### config.mk
export PLATFORM = sky130hd
export DESIGN_NAME = eep_i2c_front
export DESIGN_NICKNAME = d
export VERILOG_FILES = /design/src/rtl/eep_i2c_pkg.sv /design/src/rtl/eep_i2c_sync.sv /design/src/rtl/eep_i2c_byte_rx.sv /design/src/rtl/eep_addr_split.sv /design/src/rtl/eep_i2c_front.sv
export SDC_FILE = /design/constraint.sdc
export NUM_CORES = 1
export LEC_CHECK = 0
export ABC_CLOCK_PERIOD_IN_PS = 2310
export BUFFER_PORTS_ARGS = -buffer_cell sky130_fd_sc_hd__clkbuf_2
export CAP_MARGIN = 10
export CELL_PAD_IN_SITES_DETAIL_PLACEMENT = 1
export CELL_PAD_IN_SITES_GLOBAL_PLACEMENT = 1
export CORE_MARGIN = 5
export CORE_UTILIZATION = 35
export DETAILED_ROUTE_END_ITERATION = 8
export PLACE_DENSITY_LB_ADDON = 0.1
export SYNTH_ARGS = -nofsm -noshare
export SYNTH_HDL_FRONTEND = slang
export SYNTH_SLANG_ARGS = --single-unit
### constraint.sdc
create_clock -name clk_i -period 2.31 [get_ports clk_i]
set_clock_uncertainty 0.15 [all_clocks]
set_input_delay 0.231 -clock clk_i [delete_from_list [all_inputs] [get_ports clk_i]]
set_output_delay 0.231 -clock clk_i [all_outputs]
set_load 0.005 [all_outputs]
### src/rtl/eep_i2c_pkg.sv
package eep_i2c_pkg;
  localparam int unsigned BYTE_W = 8;

  typedef enum logic [2:0] {
    ST_IDLE,
    ST_DEV,
    ST_AHI,
    ST_ALO,
    ST_HOLD
  } fe_state_e;
endpackage

### src/rtl/eep_i2c_sync.sv
module eep_i2c_sync #(
  parameter int unsigned WIDTH  = 2,
  parameter int unsigned STAGES = 2
) (
  input  logic             clk_i,
  input  logic             rst_ni,
  input  logic [WIDTH-1:0] async_i,
  output logic [WIDTH-1:0] sync_o,
  output logic [WIDTH-1:0] rise_o,
  output logic [WIDTH-1:0] fall_o
);
  for (genvar g = 0; g < WIDTH; g++) begin : g_line
    logic [STAGES-1:0] chain_q;
    logic              prev_q;

    // bus idles high, so reset to 1
    always_ff @(posedge clk_i or negedge rst_ni) begin
      if (!rst_ni) begin
        chain_q <= '1;
        prev_q  <= 1'b1;
      end else begin
        chain_q <= {chain_q[STAGES-2:0], async_i[g]};
        prev_q  <= chain_q[STAGES-1];
      end
    end

    assign sync_o[g] = chain_q[STAGES-1];
    assign rise_o[g] = chain_q[STAGES-1] & ~prev_q;
    assign fall_o[g] = ~chain_q[STAGES-1] & prev_q;
  end
endmodule

### src/rtl/eep_i2c_byte_rx.sv
module eep_i2c_byte_rx #(
  parameter int unsigned BITS = 8
) (
  input  logic            clk_i,
  input  logic            rst_ni,
  input  logic            en_i,
  input  logic            clr_i,
  input  logic            scl_rise_i,
  input  logic            scl_fall_i,
  input  logic            sda_i,
  output logic [BITS-1:0] data_o,
  output logic            byte_done_o,
  output logic            ack_end_o
);
  localparam int unsigned CNT_W = $clog2(BITS + 2);
  localparam logic [CNT_W-1:0] LAST_BIT = CNT_W'(BITS);
  localparam logic [CNT_W-1:0] ACK_BIT  = CNT_W'(BITS + 1);

  logic [CNT_W-1:0] cnt_q;
  logic [BITS-1:0]  sh_q;

  // cnt counts rising edges; the fall after a start sees cnt==0 and is ignored
  always_ff @(posedge clk_i or negedge rst_ni) begin
    if (!rst_ni) begin
      cnt_q <= '0;
      sh_q  <= '0;
    end else if (clr_i || !en_i) begin
      cnt_q <= '0;
    end else begin
      if (scl_rise_i) begin
        if (cnt_q < LAST_BIT) sh_q <= {sh_q[BITS-2:0], sda_i};
        if (cnt_q <= LAST_BIT) cnt_q <= cnt_q + 1'b1;
      end else if (scl_fall_i && cnt_q == ACK_BIT) begin
        cnt_q <= '0;
      end
    end
  end

  assign data_o      = sh_q;
  assign byte_done_o = en_i & ~clr_i & scl_fall_i & (cnt_q == LAST_BIT);
  assign ack_end_o   = en_i & ~clr_i & scl_fall_i & (cnt_q == ACK_BIT);

  a_r5_cnt_bound: assert property (@(posedge clk_i) disable iff (!rst_ni)
    cnt_q <= ACK_BIT);
  a_r5_done_before_end: assert property (@(posedge clk_i) disable iff (!rst_ni)
    byte_done_o |=> !ack_end_o);
endmodule

### src/rtl/eep_addr_split.sv
module eep_addr_split #(
  parameter int unsigned ADDR_W = 15,
  parameter int unsigned OFS_W  = 6
) (
  input  logic [7:0]              hi_i,
  input  logic [7:0]              lo_i,
  output logic [ADDR_W-1:0]       addr_o,
  output logic                    ctrl_o,
  output logic [ADDR_W-OFS_W-1:0] page_o,
  output logic [OFS_W-1:0]        offset_o
);
  localparam int unsigned HI_BITS = ADDR_W - 8;

  assign addr_o   = {hi_i[HI_BITS-1:0], lo_i};
  assign ctrl_o   = hi_i[7];
  assign page_o   = addr_o[ADDR_W-1:OFS_W];
  assign offset_o = addr_o[OFS_W-1:0];
endmodule

### src/rtl/eep_i2c_front.sv
module eep_i2c_front
  import eep_i2c_pkg::*;
#(
  parameter logic [3:0]  DEV_TYPE = 4'b1010,
  parameter int unsigned SYNC_STG = 2,
  parameter int unsigned ADDR_W   = 15,
  parameter int unsigned OFS_W    = 6,
  localparam int unsigned PAGE_W  = ADDR_W - OFS_W
) (
  input  logic              clk_i,
  input  logic              rst_ni,
  input  logic              scl_i,
  input  logic              sda_i,
  input  logic [1:0]        sel_i,
  output logic              sda_oe_o,
  output logic              rd_o,
  output logic              ctrl_sel_o,
  output logic [ADDR_W-1:0] addr_o,
  output logic [PAGE_W-1:0] page_o,
  output logic [OFS_W-1:0]  offset_o,
  output logic              addr_valid_o
);
  logic [1:0] line_s, line_rise, line_fall;
  logic       scl_s, scl_rise, scl_fall, sda_s;
  logic       start_evt, stop_evt;

  eep_i2c_sync #(.WIDTH(2), .STAGES(SYNC_STG)) u_sync (
    .clk_i  (clk_i),
    .rst_ni (rst_ni),
    .async_i({sda_i, scl_i}),
    .sync_o (line_s),
    .rise_o (line_rise),
    .fall_o (line_fall)
  );

  assign scl_s     = line_s[0];
  assign scl_rise  = line_rise[0];
  assign scl_fall  = line_fall[0];
  assign sda_s     = line_s[1];
  assign start_evt = line_fall[1] & scl_s;
  assign stop_evt  = line_rise[1] & scl_s;

  fe_state_e          state_q;
  logic               rx_en;
  logic [BYTE_W-1:0]  rx_data;
  logic               byte_done, ack_end;
  logic               ack_q, rd_q, valid_q;
  logic [7:0]         hi_stg_q, lo_stg_q, hi_q, lo_q;
  logic               dev_match;

  assign rx_en = (state_q == ST_DEV) || (state_q == ST_AHI) || (state_q == ST_ALO);

  eep_i2c_byte_rx #(.BITS(BYTE_W)) u_rx (
    .clk_i      (clk_i),
    .rst_ni     (rst_ni),
    .en_i       (rx_en),
    .clr_i      (start_evt | stop_evt),
    .scl_rise_i (scl_rise),
    .scl_fall_i (scl_fall),
    .sda_i      (sda_s),
    .data_o     (rx_data),
    .byte_done_o(byte_done),
    .ack_end_o  (ack_end)
  );

  assign dev_match = (rx_data[7:4] == DEV_TYPE) && (rx_data[3:2] == sel_i);

  always_ff @(posedge clk_i or negedge rst_ni) begin
    if (!rst_ni) begin
      state_q  <= ST_IDLE;
      ack_q    <= 1'b0;
      rd_q     <= 1'b0;
      valid_q  <= 1'b0;
      hi_stg_q <= '0;
      lo_stg_q <= '0;
      hi_q     <= '0;
      lo_q     <= '0;
    end else begin
      valid_q <= 1'b0;
      if (start_evt) begin
        state_q <= ST_DEV;
        ack_q   <= 1'b0;
      end else if (stop_evt) begin
        state_q <= ST_IDLE;
        ack_q   <= 1'b0;
      end else if (byte_done) begin
        unique case (state_q)
          ST_DEV: begin
            if (dev_match) begin
              ack_q <= 1'b1;
              rd_q  <= rx_data[0];
            end else begin
              state_q <= ST_IDLE;  // standby, wait for next start
            end
          end
          ST_AHI: begin
            ack_q    <= 1'b1;
            hi_stg_q <= rx_data;
          end
          ST_ALO: begin
            ack_q    <= 1'b1;
            lo_stg_q <= rx_data;
          end
          default: ;
        endcase
      end else if (ack_end) begin
        ack_q <= 1'b0;
        unique case (state_q)
          ST_DEV: state_q <= rd_q ? ST_HOLD : ST_AHI;
          ST_AHI: state_q <= ST_ALO;
          ST_ALO: begin
            state_q <= ST_HOLD;
            hi_q    <= hi_stg_q;
            lo_q    <= lo_stg_q;
            valid_q <= 1'b1;
          end
          default: ;
        endcase
      end
    end
  end

  eep_addr_split #(.ADDR_W(ADDR_W), .OFS_W(OFS_W)) u_split (
    .hi_i    (hi_q),
    .lo_i    (lo_q),
    .addr_o  (addr_o),
    .ctrl_o  (ctrl_sel_o),
    .page_o  (page_o),
    .offset_o(offset_o)
  );

  assign sda_oe_o     = ack_q;
  assign rd_o         = rd_q;
  assign addr_valid_o = valid_q;

  a_r4_idle_silent: assert property (@(posedge clk_i) disable iff (!rst_ni)
    (state_q == ST_IDLE) |-> !sda_oe_o);
  a_r5_ack_rise_scl_low: assert property (@(posedge clk_i) disable iff (!rst_ni)
    $rose(sda_oe_o) |-> !scl_s);
  a_r9_valid_single: assert property (@(posedge clk_i) disable iff (!rst_ni)
    addr_valid_o |=> !addr_valid_o);
  a_r9_valid_after_ack: assert property (@(posedge clk_i) disable iff (!rst_ni)
    addr_valid_o |-> $past(sda_oe_o));
  a_r9_addr_held: assert property (@(posedge clk_i) disable iff (!rst_ni)
    !addr_valid_o |-> $stable(addr_o));
  a_r10_start_restarts: assert property (@(posedge clk_i) disable iff (!rst_ni)
    start_evt |=> (state_q == ST_DEV) && !sda_oe_o);
  a_r10_stop_idles: assert property (@(posedge clk_i) disable iff (!rst_ni)
    stop_evt |=> (state_q == ST_IDLE));
endmodule

Word-level counts from Yosys, hierarchy flattened:

Index checks and enable logic that the tools add are counted.
Widths: inputs -> output; s select.

* register bits after elaboration: 56
* word-level logic and storage cells: 90

* $add $sub $neg: 1
* $lt $le $gt $ge: 2
* equal/unequal tests: 12
* muxes and demuxes: 23
* bitwise logic cells: 20
* reductions and logical operators: 18

Operator list (count)
* $mux 3: 7
* $mux 4: 4
* $eq 4x4->1 const B: 3
* $reduce_and 4->1: 3
* $and 1x1->1: 10
* $mux 1: 10
* $reduce_and 5->1: 2
* $not 1->1: 9
* $pmux 3 s3: 1
* $eq 3x2->1 const B: 2
* $reduce_and 3->1: 2
* $ne 5x4->1 const B: 1
* $ne 5x5->1 const B: 1
* $reduce_bool 5->1: 1
* $add 4x1->4 const B: 1
* $le 4x4->1 const B: 1
* $lt 4x4->1 const B: 1
* $ne 4x3->1 const B: 1
* $ne 4x4->1 const B: 1
* $reduce_bool 4->1: 1
* $eq 3x1->1 const B: 1
* $logic_or 1x1->1: 3
* $ne 3x1->1 const B: 1
* $reduce_bool 3->1: 1
* 7 further kinds: 8

Logic depth before layout (Yosys ltp):

Gate-level depths: netlist of the first run.

* depth after elaboration: 12
* mapped depth: 8
* depth with buffers taken out: 7

Cells and area by module:

Synthesis of the first run repeated with hierarchy kept, for this count alone.

* cell total of the unflattened synthesis: 199
* area, all modules: 2675.1 um^2

By module, submodules not included
* eep_i2c_front: instances 1, cells an instance 105, area an instance 1619.1 um^2, seq. area each 950.9 um^2
* eep_i2c_byte_rx: instances 1, cells an instance 51, area an instance 615.6 um^2, seq. area each 300.3 um^2
* eep_addr_split: instances 1, cells an instance 31, area an instance 232.7 um^2, seq. area each 0.0 um^2
* eep_i2c_sync: instances 1, cells an instance 12, area an instance 207.7 um^2, seq. area each 157.7 um^2

Worst setup path after synthesis of the first run:

No wires, ideal clock.

* path kind: register to register
* from: register u_sync.g_line[0].prev_q
* to: register hi_q[0]
* data arrival time: 1745 ps
* required time: 2035 ps
* setup slack: 290 ps
* cell stages (with the launch flop): 7
* buffers on the path: 2
* period minus slack after synthesis: 2020 ps
* path through: dfstp_2 and4bb_4 nand2_2 or3_1 buf_6 buf_6 mux2_4

* word-level cells in the longest chain between the ends: 5
* elaborated cells on any way between the ends: 6
* classes of those cells: bitwise: 5; reduce/logical: 1

RTL lines
* from (decl): RTL line eep_i2c_sync.sv:14 `logic prev_q;`
* from (signal assigned): RTL line eep_i2c_sync.sv:23 `prev_q <= chain_q[STAGES-1];`
* $and 1x1->1 (*): RTL line eep_i2c_sync.sv:29 `assign fall_o[g] = ~chain_q[STAGES-1] & prev_q;`
* $and 1x1->1 (*): RTL line eep_i2c_byte_rx.sv:40, eep_i2c_byte_rx.sv:41
* $and 1x1->1: RTL line eep_i2c_byte_rx.sv:40 `assign byte_done_o = en_i & ~clr_i & scl_fall_i & (cnt_q == LAST_BIT);`
* $not 1->1 (no source line)
* $reduce_and 5->1 (no source line) (*)
* to (signal assigned): RTL line eep_i2c_front.sv:113 `hi_q <= hi_stg_q;`
* to (decl): RTL line eep_i2c_front.sv:48 `logic [7:0] hi_stg_q, lo_stg_q, hi_q, lo_q;`

Every way passes the cells marked *; elsewhere a longest branch is shown, timed or not.
A chain may end at the register's enable or synchronous reset.

Worst setup path in the final report of the first run:

* from: register u_rx.cnt_q[2]
* to: register hi_stg_q[0]

* word-level cells in the longest chain between the ends: 3

RTL lines
* from (decl): RTL line eep_i2c_byte_rx.sv:19 `logic [CNT_W-1:0] cnt_q;`
* from (signal assigned): RTL line eep_i2c_byte_rx.sv:32 `if (cnt_q <= LAST_BIT) cnt_q <= cnt_q + 1'b1;`
* $eq 4x4->1: RTL line eep_i2c_byte_rx.sv:40
* $and 1x1->1: RTL line eep_i2c_byte_rx.sv:40
* $reduce_and 4->1 (no source line)
* to (signal assigned): RTL line eep_i2c_front.sv:98 `hi_stg_q <= rx_data;`
* to (decl): RTL line eep_i2c_front.sv:48

No other way between the ends.

==> impl_metrics.tcl, run 1 <==
set metrics [dict create \
    status "complete, no violations" \
    slowest_delay_ns 0.44 \
    cp_max_fo 8 \
    ys_top_cells_by_area "dfrtp_1, mux2_4, mux2_2, dfstp_2, buf_4" \
    use_met2_pct 17.4 \
    p_sw_uw 435 \
    yosysTopAreaCellShare_pct 50.1 \
    slew_headroom_pct 53.2 \
    internal-power_uw 1300 \
    grt.met3_usage_pct 2.71 \
    r2r_start "u_rx.cnt_q[2]$_DFFE_PN0P_" \
    startpoint "u_rx.cnt_q[2]$_DFFE_PN0P_" \
    viasPerCell 4.61 \
    seq_power_share_pct 60.7 \
    io_pins 40 \
    antenna_cells 0 \
    synth_xor_area_share_pct 1.05 \
    yosysWarnings 0 \
    post-route-period-util_pct 90.8 \
    synth-simple-area-share_pct 7.31 \
    holdCritPathClass "flop to flop" \
    row_count 30 \
    leakagePower_uw 0.00145 \
    ctsHtreeMaxLevel 2 \
    cap_violations 0 \
    critPathRequiredTime_ns 2.35 \
    synth_cells 183 \
    setup_tns_ns 0 \
    rsz0062_at_grt "false" \
    final_core_util_pct 41.2 \
    cp_slowest_cell "dfrtp_1" \
    fillCellCount 743 \
    core_area_sq_um 6870 \
    place_inst 305 \
    dr.pass1.iters 4 \
    cp.arrival_ns 2.14 \
    place_ws_ns 0.0772 \
    wl_per_cell_um 14.9 \
    clk_pin_slew_ns 0.09 \
    synth_compound_area_share_pct 5.31 \
    dp_hpwl_um 3400 \
    post-cts-setup-buffers 0 \
    grt_util_met1_pct 15.1 \
    syn_nets 192 \
    drv_slew 0 \
    overflow 0 \
    start_util_pct 36.4 \
    path_cells "and4bb_4, and2_1, nand2_1, or3_4, mux2_4" \
    ant_nets 0 \
    die_area_sq_um 8920 \
    syn_area_per_cell_sq_um 13.6 \
    yosysUniqueCellTypes 36 \
    p_comb_share_pct 8.6 \
    fin_crit_ns 2.10 \
    synth_top_family_by_area "multiplexers" \
    synth_area_sq_um 2500 \
    gp_congestion 0.813 \
    setup_viol 0 \
    cts_sinks 56 \
    busiest_layer "met2" \
    fmax_mhz 477 \
    drtIter0Drc 27 \
    portBuffers 39 \
    setup_ws_ns 0.212 \
    switching_share_pct 25.1 \
    antenna_found_initial 0 \
    final_nets 228 \
    synth_mux_area_share_pct 21.5 \
    yosysTopAreaCell "dfrtp_1" \
    layout_commonest_cell "dfrtp_1" \
    clkLatencyLatePin_ns 0.30 \
    die_y_um 94.5 \
    layout_common_cells "dfrtp_1, clkbuf_2, mux2_2" \
    die_w_um 94.5 \
    power.density_nw_per_um2 613 \
    worst_setup_path_start_kind "flop" \
    tightest_slew_ns 0.701 \
    grt_max_degree 57 \
    drive_gt1_share_pct 47.3 \
    synth_fa_ha_area_share_pct 1.50 \
    cts_made_buffers 5 \
    drc 0 \
    clkPwrFrac_pct 30.7 \
    critPathKind "flop to flop" \
    end_kind "flop" \
    ys_ff_latch 56 \
    vias 1456 \
    cts_tree "done" \
    grt_pass1_vias 1562 \
    hold_viol_final 0 \
    grt_usage_pct 11.2 \
    clockRootBuffer "clkbuf_8" \
    grt_pass1_wl_um 7830 \
    wirelength_um 4700 \
    area_delta_synth_final_pct 13.3 \
    peakVddDrop_mv 0.298 \
    yosysSeqAreaShare_pct 56.4 \
    clock_path_buffers 2 \
    hp-start "u_sync.g_line[0].chain_q[0]$_DFF_PN1_" \
    final_cells 316 \
]
## synth_stat cells
cell and number:
a21oi_1 6, nand2_1 7, or2_2 1, and3_1 1
mux2_4 17, inv_1 6, o21bai_1 1, or3_1 3
nor2_1 2, nor4bb_1 1, xnor2_1 2, clkbuf_1 1
dfrtp_1 50, and4bb_4 1, nand3b_1 1, nor3_1 2
mux2_2 22, nor2b_1 3, buf_4 15, dfstp_2 6
o311ai_0 1, buf_6 3, nand2_2 1, nand3_1 3
a211oi_1 1, nand4b_1 1, and2_1 1, ha_1 3
o21ai_0 11, nand2b_1 1, o21a_1 1, a21o_1 1
nor2_2 2, a21oi_2 1, xor2_1 1, mux2_1 3
## per-layer routing
metal | up-vias | share of wire, %
met5 | - | 0
met4 | 0 | 1.2
met3 | 4 | 4.8
met2 | 35 | 46
met1 | 730 | 48
li1 | 687 | -
## path summary, 6_finish.rpt
kind / endpoint / slack, ns / cells after the start
min in group asynchronous: state_q[1]$_DFFE_PN0P_ / 0.44 / 3
worst min-delay path: u_sync.g_line[0].chain_q[1]$_DFF_PN1_ / 0.22 / 0
worst min register to register: u_sync.g_line[0].chain_q[1]$_DFF_PN1_ / 0.22 / 0
worst max register to register: hi_stg_q[0]$_DFFE_PN0P_ / 0.21 / 5
max in group asynchronous: u_rx.cnt_q[0]$_DFFE_PN0P_ / 1.10 / 3
worst max-delay path: hi_stg_q[0]$_DFFE_PN0P_ / 0.21 / 5
## cell type report
| class | instances | area [sq um] | share of cell area [%] |
|---|---|---|---|
| Sequential cell | 56 | 1410 | 49.8 |
| Multi-Input combinational cell | 102 | 921 | 32.6 |
| Timing Repair Buffer | 48 | 270 | 9.55 |
| Tap cell | 96 | 120 | 4.25 |
| Clock buffer | 6 | 72.6 | 2.57 |
| Inverter | 6 | 22.5 | 0.796 |
| Clock inverter | 2 | 13.8 | 0.487 |
## cells by family after synthesis
| logic type | Yosys count |
|---|---|
| flip-flops | 56 |
| multiplexers | 42 |
| AND/OR/NAND/NOR | 31 |
| buffers and inverters | 25 |
| AO/OA/AOI/OAI | 23 |
| XOR/XNOR | 3 |
| adder cells (fa/ha/maj) | 3 |
## through the flow
stage	hold WS [ns]	cell area (sq um)	power (uW)
floorplan	-0.215	2500	1140
global placement	0.171	2710	1220
detailed placement	0.171	2710	1220
CTS	0.219	2820	1760
global route	0.223	2830	1820
finish	0.216	2830	1730
## worst max-delay path, delay by kind of cell, from the launching register on
family	cells	cell delay (ns)
DFF	1	0.44
muxes	1	0.32
and+or+nand+nor	4	1.09
## power groups by stage
stage / clock, uW / combinational [uW] / sequential [uW]
2_1_floorplan: 0 / 82.6 / 1060
3_3_place_gp: 0 / 144 / 1070
3_5_place_dp: 0 / 147 / 1070
4_1_cts: 556 / 151 / 1050
5_1_grt: 593 / 167 / 1060
6_report: 532 / 149 / 1050
## timing repair
item	CTS	global route
resized for setup	0	1
endpoints found under the setup margin	0	8
hold buffers	3	0
hold endpoints to repair	52	0
## flip-flops by register name, indices dropped and copies added (netlist names), 2 cells and up
signal,flops
hi_stg_q,8
u_sync.g_line.chain_q,4
hi_q,8
lo_stg_q,8
lo_q,8
u_rx.data_o,8
state_q,3
u_sync.g_line.prev_q,2
u_rx.cnt_q,4
(Power assumes the default switching activity.)
==> run 2, diff against run 1 <==
--- a/config.mk
+++ b/config.mk
@@ -14,6 +14,7 @@
 export CORE_UTILIZATION = 35
 export DETAILED_ROUTE_END_ITERATION = 8
 export PLACE_DENSITY_LB_ADDON = 0.1
+export RECOVER_POWER = 25
 export SYNTH_ARGS = -nofsm -noshare
 export SYNTH_HDL_FRONTEND = slang
 export SYNTH_SLANG_ARGS = --single-unit
==> run 2 against run 1 <==
  * First-iteration DRC count unchanged
  * Power hardly changed
  * Largest cell class unchanged
  * Via count did not move
  * Count of clock-buffer cells in the layout unchanged
  * Worst hold slack improved by 0.0054 ns
  * Sequential cell count unchanged
  * Register-to-register slack is essentially flat
  * Global-route usage is the same
  * Utilization is 0.20 points lower
  * Clock power hardly changed
  * Wire length up 0.23%
==> impl_metrics.tcl, run 2 (synthesis gave the netlist of run 1 again) <==
set metrics [dict create \
    antenna_found_initial 0 \
    path_cells "and4bb_4, and2_1, nand2_1, or3_4, mux2_4" \
    drv_slew 0 \
    end_kind "flop" \
    clock_path_buffers 2 \
    r2r_start "u_rx.cnt_q[2]$_DFFE_PN0P_" \
    setup_viol 0 \
    dr.pass1.iters 4 \
    worst_setup_path_start_kind "flop" \
    layout_commonest_cell "dfrtp_1" \
    ant_nets 0 \
    dr_wl_met2_um 2170 \
    io_pins 40 \
    reg2reg_to "hi_stg_q[0]$_DFFE_PN0P_" \
    post-cts-setup-buffers 0 \
    hold_viol_final 0 \
    portBuffers 39 \
    rr_worst_depth 5 \
    start_util_pct 36.4 \
    rsz0062_at_grt "false" \
    layout_common_cells "dfrtp_1, clkbuf_2, mux2_2" \
    power.total_uw 1730 \
    grt_max_degree 57 \
    cp_slowest_cell "dfrtp_1" \
    slowest_delay_ns 0.44 \
    grt_pass1_wl_um 7830 \
    peakVddDrop_mv 0.297 \
    p_comb_share_pct 8.6 \
    dp_hpwl_um 3400 \
    r2r_slack_ns 0.21 \
    drc 0 \
    wirelength_um 4710 \
    status "complete, no violations" \
    cp.arrival_ns 2.14 \
    slew_headroom_pct 53.2 \
    die_y_um 94.5 \
    wl_per_cell_um 14.9 \
    met3WireLength_um 239 \
    leakagePower_uw 0.00141 \
    cts_made_buffers 5 \
    final_nets 228 \
    m1WireLength_um 2250 \
    gp_congestion 0.813 \
    hold_slack_ns 0.222 \
    power.density_nw_per_um2 616 \
    fmax_mhz 477 \
    crit_end "hi_stg_q[0]$_DFFE_PN0P_" \
    grt_usage_pct 11.2 \
    critPathKind "flop to flop" \
    viasPerCell 4.61 \
    routed.top_layer "met4" \
    cp_max_fo 8 \
    cap_violations 0 \
    switching_share_pct 25.1 \
    ctsHtreeMaxLevel 2 \
    row_count 30 \
    clk_pin_slew_ns 0.09 \
    die_area_sq_um 8920 \
    clkPwrFrac_pct 30.7 \
    post-route-period-util_pct 90.8 \
    cts_tree "done" \
    drtIter0Drc 27 \
    seq_power_share_pct 60.7 \
    p_sw_uw 435 \
    clkLatencyLatePin_ns 0.30 \
    antenna_cells 0 \
    die_w_um 94.5 \
    tightest_slew_ns 0.702 \
    startpoint "u_rx.cnt_q[2]$_DFFE_PN0P_" \
    setup_tns_ns 0 \
    holdCritPathClass "flop to flop" \
    overflow 0 \
    fin_crit_ns 2.10 \
    core_area_sq_um 6870 \
    drive_gt1_share_pct 41.4 \
    clockRootBuffer "clkbuf_8" \
    critPathRequiredTime_ns 2.35 \
    internal-power_uw 1300 \
    vias 1456 \
    area_delta_synth_final_pct 12.7 \
    cts_sinks 56 \
    grt_pass1_vias 1562 \
]
## run 2: changes by cell type in the layout (fill, tap and decap cells not counted)
cell / delta
dfstp_1: +2
dfstp_2: -2
clkbuf_1: +11
clkbuf_2: -11
## run 2: metal layers
metal  vias to the layer above  track usage (%)
li1                        688                -
met1                       729             15.1
met2                        35             17.4
met3                         4             2.71
met4                         0             4.33
met5                         -                0
## run 2: how the worst min path moves through the flow
stage                                            end                                   from  depth (start not counted)  slack [ns]
2_1_floorplan                 addr_valid_o$_DFF_PN0_                                 rst_ni                          0       -0.21
4_1_cts        u_sync.g_line[0].chain_q[1]$_DFF_PN1_  u_sync.g_line[0].chain_q[0]$_DFF_PN1_                          0        0.22
3_3_place_gp   u_sync.g_line[1].chain_q[0]$_DFF_PN1_                                  sda_i                          1        0.17
3_5_place_dp   u_sync.g_line[1].chain_q[0]$_DFF_PN1_                                  sda_i                          1        0.17
5_1_grt        u_sync.g_line[1].chain_q[1]$_DFF_PN1_  u_sync.g_line[1].chain_q[0]$_DFF_PN1_                          0        0.23
6_report       u_sync.g_line[0].chain_q[1]$_DFF_PN1_  u_sync.g_line[0].chain_q[0]$_DFF_PN1_                          0        0.22
## run 2: power groups by stage
stage,registers (uW),clock network (uW),logic [uW]
3_5_place_dp,1070,0,147
3_3_place_gp,1070,0,144
6_report,1050,532,149
4_1_cts,1050,556,151
2_1_floorplan,1060,0,82.6
5_1_grt,1060,593,167
## run 2: critical path, delay by kind of cell (launching register included)
kind | cells | cell delay (ns)
and+or+nand+nor | 4 | 1.09
muxes | 1 | 0.32
DFF | 1 | 0.44
## run 2: layout make-up
class | instances | area, sq um
fillers | 749 | 4050
inverters | 6 | 22.5
repair buffers | 48 | 256
well taps | 96 | 120
clock inverters | 2 | 13.8
flip-flops and latches | 56 | 1410
multi-input cells | 102 | 921
clock buffers | 6 | 72.6
## run 2: stage by stage
step	cells	area, sq um	worst slack, ns	utilization (%)
2_1_floorplan	183	2500	0.290	-
3_3_place_gp	305	2710	0.121	39.4
3_5_place_dp	305	2710	0.0772	39.4
4_1_cts	316	2820	0.0574	41.1
5_1_grt	316	2820	0.0738	41.0
6_report	316	2820	0.212	41.0
## run 2: repair_timing
item                                    CTS  global route
endpoints found under the setup margin    0             8
gates resized for setup                   0             1
endpoints found under the hold margin    52             0
hold buffers                              3             0
==> run 3, diff against run 2 <==
--- a/config.mk
+++ b/config.mk
@@ -5,6 +5,7 @@
 export SDC_FILE = /design/constraint.sdc
 export NUM_CORES = 1
 export LEC_CHECK = 0
+export ABC_AREA = 1
 export ABC_CLOCK_PERIOD_IN_PS = 2310
 export BUFFER_PORTS_ARGS = -buffer_cell sky130_fd_sc_hd__clkbuf_2
 export CAP_MARGIN = 10
==> run 3 against run 2 <==
  * Synthesized cell count increased by 51%
  * Worst setup slack improved by 0.15 ns
  * Clock power grew 26%
  * Non-clock buffer count decreased by 4
  * Global-route usage grew 1.6 points
  * First-iteration DRC count up 96%
  * Sequential power hardly changed
  * Utilization down 0.59 points
  * Final area up 4.6%
  * Combinational power is 130% higher
  * Count of clock-buffer cells in the layout is 1 lower
  * Critical path type unchanged
  * Critical endpoint is now lo_stg_q[4]$_DFFE_PN0P_
  * Largest cell class unchanged
  * Largest power group unchanged
==> impl_metrics.tcl, run 3 <==
set metrics [dict create \
    status "complete, no violations" \
    syn_nets 285 \
    reg2reg_to "lo_stg_q[4]$_DFFE_PN0P_" \
    synth_edf_count 0 \
    io_pins 40 \
    crit_end "lo_stg_q[4]$_DFFE_PN0P_" \
    ys_ff_latch 56 \
    setup_ws_ns 0.364 \
    drv_slew 0 \
    dr.pass1.iters 4 \
    die_y_um 96.6 \
    cts_resized 0 \
    row_count 31 \
    yosysUniqueCellTypes 31 \
    leakagePower_uw 0.00152 \
    critPathKind "flop to flop" \
    drtIter0Drc 53 \
    p_sw_uw 629 \
    yosysTopAreaCell "dfrtp_1" \
    drive_gt1_share_pct 32.1 \
    startpoint "u_rx.cnt_q[0]$_DFFE_PN0P_" \
    grt_pass1_wl_um 9160 \
    yosysSeqAreaShare_pct 53.7 \
    yosys_most_used_dff "dfrtp_1" \
    power.density_nw_per_um2 712 \
    ant_nets 0 \
    start_util_pct 36.0 \
    hold_slack_ns 0.217 \
    fin_crit_ns 1.95 \
    seq_power_share_pct 51.6 \
    clkPwrFrac_pct 32.1 \
    rsz0062_at_grt "false" \
    overflow 0 \
    dp_hpwl_um 3950 \
    clkLatencyLatePin_ns 0.31 \
    cts_made_buffers 5 \
    cts_hold_buf 3 \
    end_kind "flop" \
    yosysMostFrequentCell "nand2_1" \
    layout_commonest_cell "nand2_1" \
    ys_top_cells_by_area "dfrtp_1, nand2_1, dfstp_2, o21ai_2, buf_4" \
    die_area_sq_um 9320 \
    peakVddDrop_mv 0.230 \
    grt_usage_pct 12.8 \
    synth_area_sq_um 2620 \
    post-route-period-util_pct 84.3 \
    clk_pin_slew_ns 0.11 \
    wirelength_um 5280 \
    slew_headroom_pct 31.2 \
    drc 0 \
    synth_cells 276 \
    setup_viol 0 \
    critPathRequiredTime_ns 2.37 \
    clockRootBuffer "clkbuf_8" \
    setup_tns_ns 0 \
    place_ws_ns 0.370 \
    grt_pass1_vias 1841 \
    yosysWarnings 0 \
    cts_sinks 56 \
    r2r_slack_ns 0.36 \
    cp_max_fo 16 \
    clock_path_buffers 2 \
    switching_share_pct 30.0 \
    fmax_mhz 514 \
    cts_tree "done" \
    core_area_sq_um 7290 \
    synthArstFlopShare_pct 100 \
    final_nets 316 \
    final_cells 407 \
    rr_worst_depth 9 \
    syn_area_per_cell_sq_um 9.50 \
    viasPerCell 4.40 \
    tightest_slew_ns 1.03 \
    internal-power_uw 1470 \
    die_w_um 96.6 \
    vias 1789 \
    r2r_start "u_rx.cnt_q[0]$_DFFE_PN0P_" \
    cp.arrival_ns 2.01 \
    holdCritPathClass "flop to flop" \
    antenna_found_initial 0 \
    p_comb_share_pct 16.3 \
    antenna_cells 0 \
    synth_common_cells "nand2_1, dfrtp_1, inv_1, buf_4, o21ai_2" \
    area_delta_synth_final_pct 12.3 \
    portBuffers 39 \
    place_inst 396 \
    hold_viol_final 0 \
    wl_per_cell_um 13.0 \
    gp_congestion 0.790 \
    worst_setup_path_start_kind "flop" \
    layout_common_cells "nand2_1, dfrtp_1, clkbuf_2" \
    grt_max_degree 29 \
    yosysTopAreaCellShare_pct 47.7 \
    ctsHtreeMaxLevel 2 \
    post-cts-setup-buffers 0 \
    cap_violations 0 \
]
run 3: cell count changes in the layout (fill, tap and decap cells not counted), sizes merged, moves of 4 or more:
cell,change
nand2,+92
nor2,+9
inv,+20
mux2,-42
o21ai,+19
buf,-4
a21oi,-4
nand3,+11
run 3: power by group through the flow:
stage	Sequential [uW]	Combinational [uW]	Clock (uW)
finish	1080	342	672
global route	1090	399	735
CTS	1080	354	702
detailed placement	1100	349	0
global placement	1100	349	0
floorplan	1090	247	0
run 3: area by class of cell:
cell class | instances | area [sq um]
Inverter | 26 | 103
Clock buffer | 5 | 68.8
Multi-Input combinational cell | 174 | 943
Sequential cell | 56 | 1410
Tap cell | 99 | 124
Fill cell | 893 | 4350
Timing Repair Buffer | 44 | 251
Clock inverter | 3 | 46.3
run 3: critical path: stages (launching register included):
cell and delay [ns]:
dfrtp_1 0.41, inv_1 0.12, ha_1 0.18, nand3_1 0.10, nor2_2 0.15, inv_1 0.09
nor2_4 0.24, nand2_4 0.20, nand2_1 0.13, o21ai_2 0.05
run 3: cells by family after synthesis:
kind of cell / count (synthesis) / synth area share [%]
AO/OA/AOI/OAI: 37 / 9.88
XOR/XNOR: 3 / 1.00
adder cells (fa/ha/maj): 3 / 1.43
buffers and inverters: 46 / 10.3
flip-flops: 56 / 53.7
AND/OR/NAND/NOR: 131 / 23.7
run 3: worst min path at each step:
stage / from / end / slack [ns] / depth (start not counted)
after floorplan: rst_ni / addr_valid_o$_DFF_PN0_ / -0.21 / 0
after CTS: u_sync.g_line[0].chain_q[0]$_DFF_PN1_ / u_sync.g_line[0].chain_q[1]$_DFF_PN1_ / 0.21 / 0
final: u_sync.g_line[0].chain_q[0]$_DFF_PN1_ / u_sync.g_line[0].chain_q[1]$_DFF_PN1_ / 0.22 / 0
after detailed placement: rst_ni / state_q[1]$_DFFE_PN0P_ / 0.07 / 1
after global routing: u_sync.g_line[1].chain_q[0]$_DFF_PN1_ / u_sync.g_line[1].chain_q[1]$_DFF_PN1_ / 0.22 / 0
after global placement: rst_ni / state_q[1]$_DFFE_PN0P_ / 0.06 / 1
run 3: through the flow:
step | power [uW] | area [sq um] | utilization [%]
floorplan | 1340 | 2620 | -
global placement | 1450 | 2800 | 38.4
detailed placement | 1450 | 2800 | 38.4
CTS | 2140 | 2950 | 40.4
global route | 2230 | 2950 | 40.4
finish | 2100 | 2950 | 40.4
run 3: layer usage:
layer  up-vias  global-route usage [%]  part of all wire [%]  wire length, um
met5         -                       0                     0                0
met4         0                    3.86                   1.1               59
met3         4                    2.63                   3.6              189
met2        28                    19.5                    44             2330
met1       847                    18.2                    51             2700
li1        910                       -                     -                -
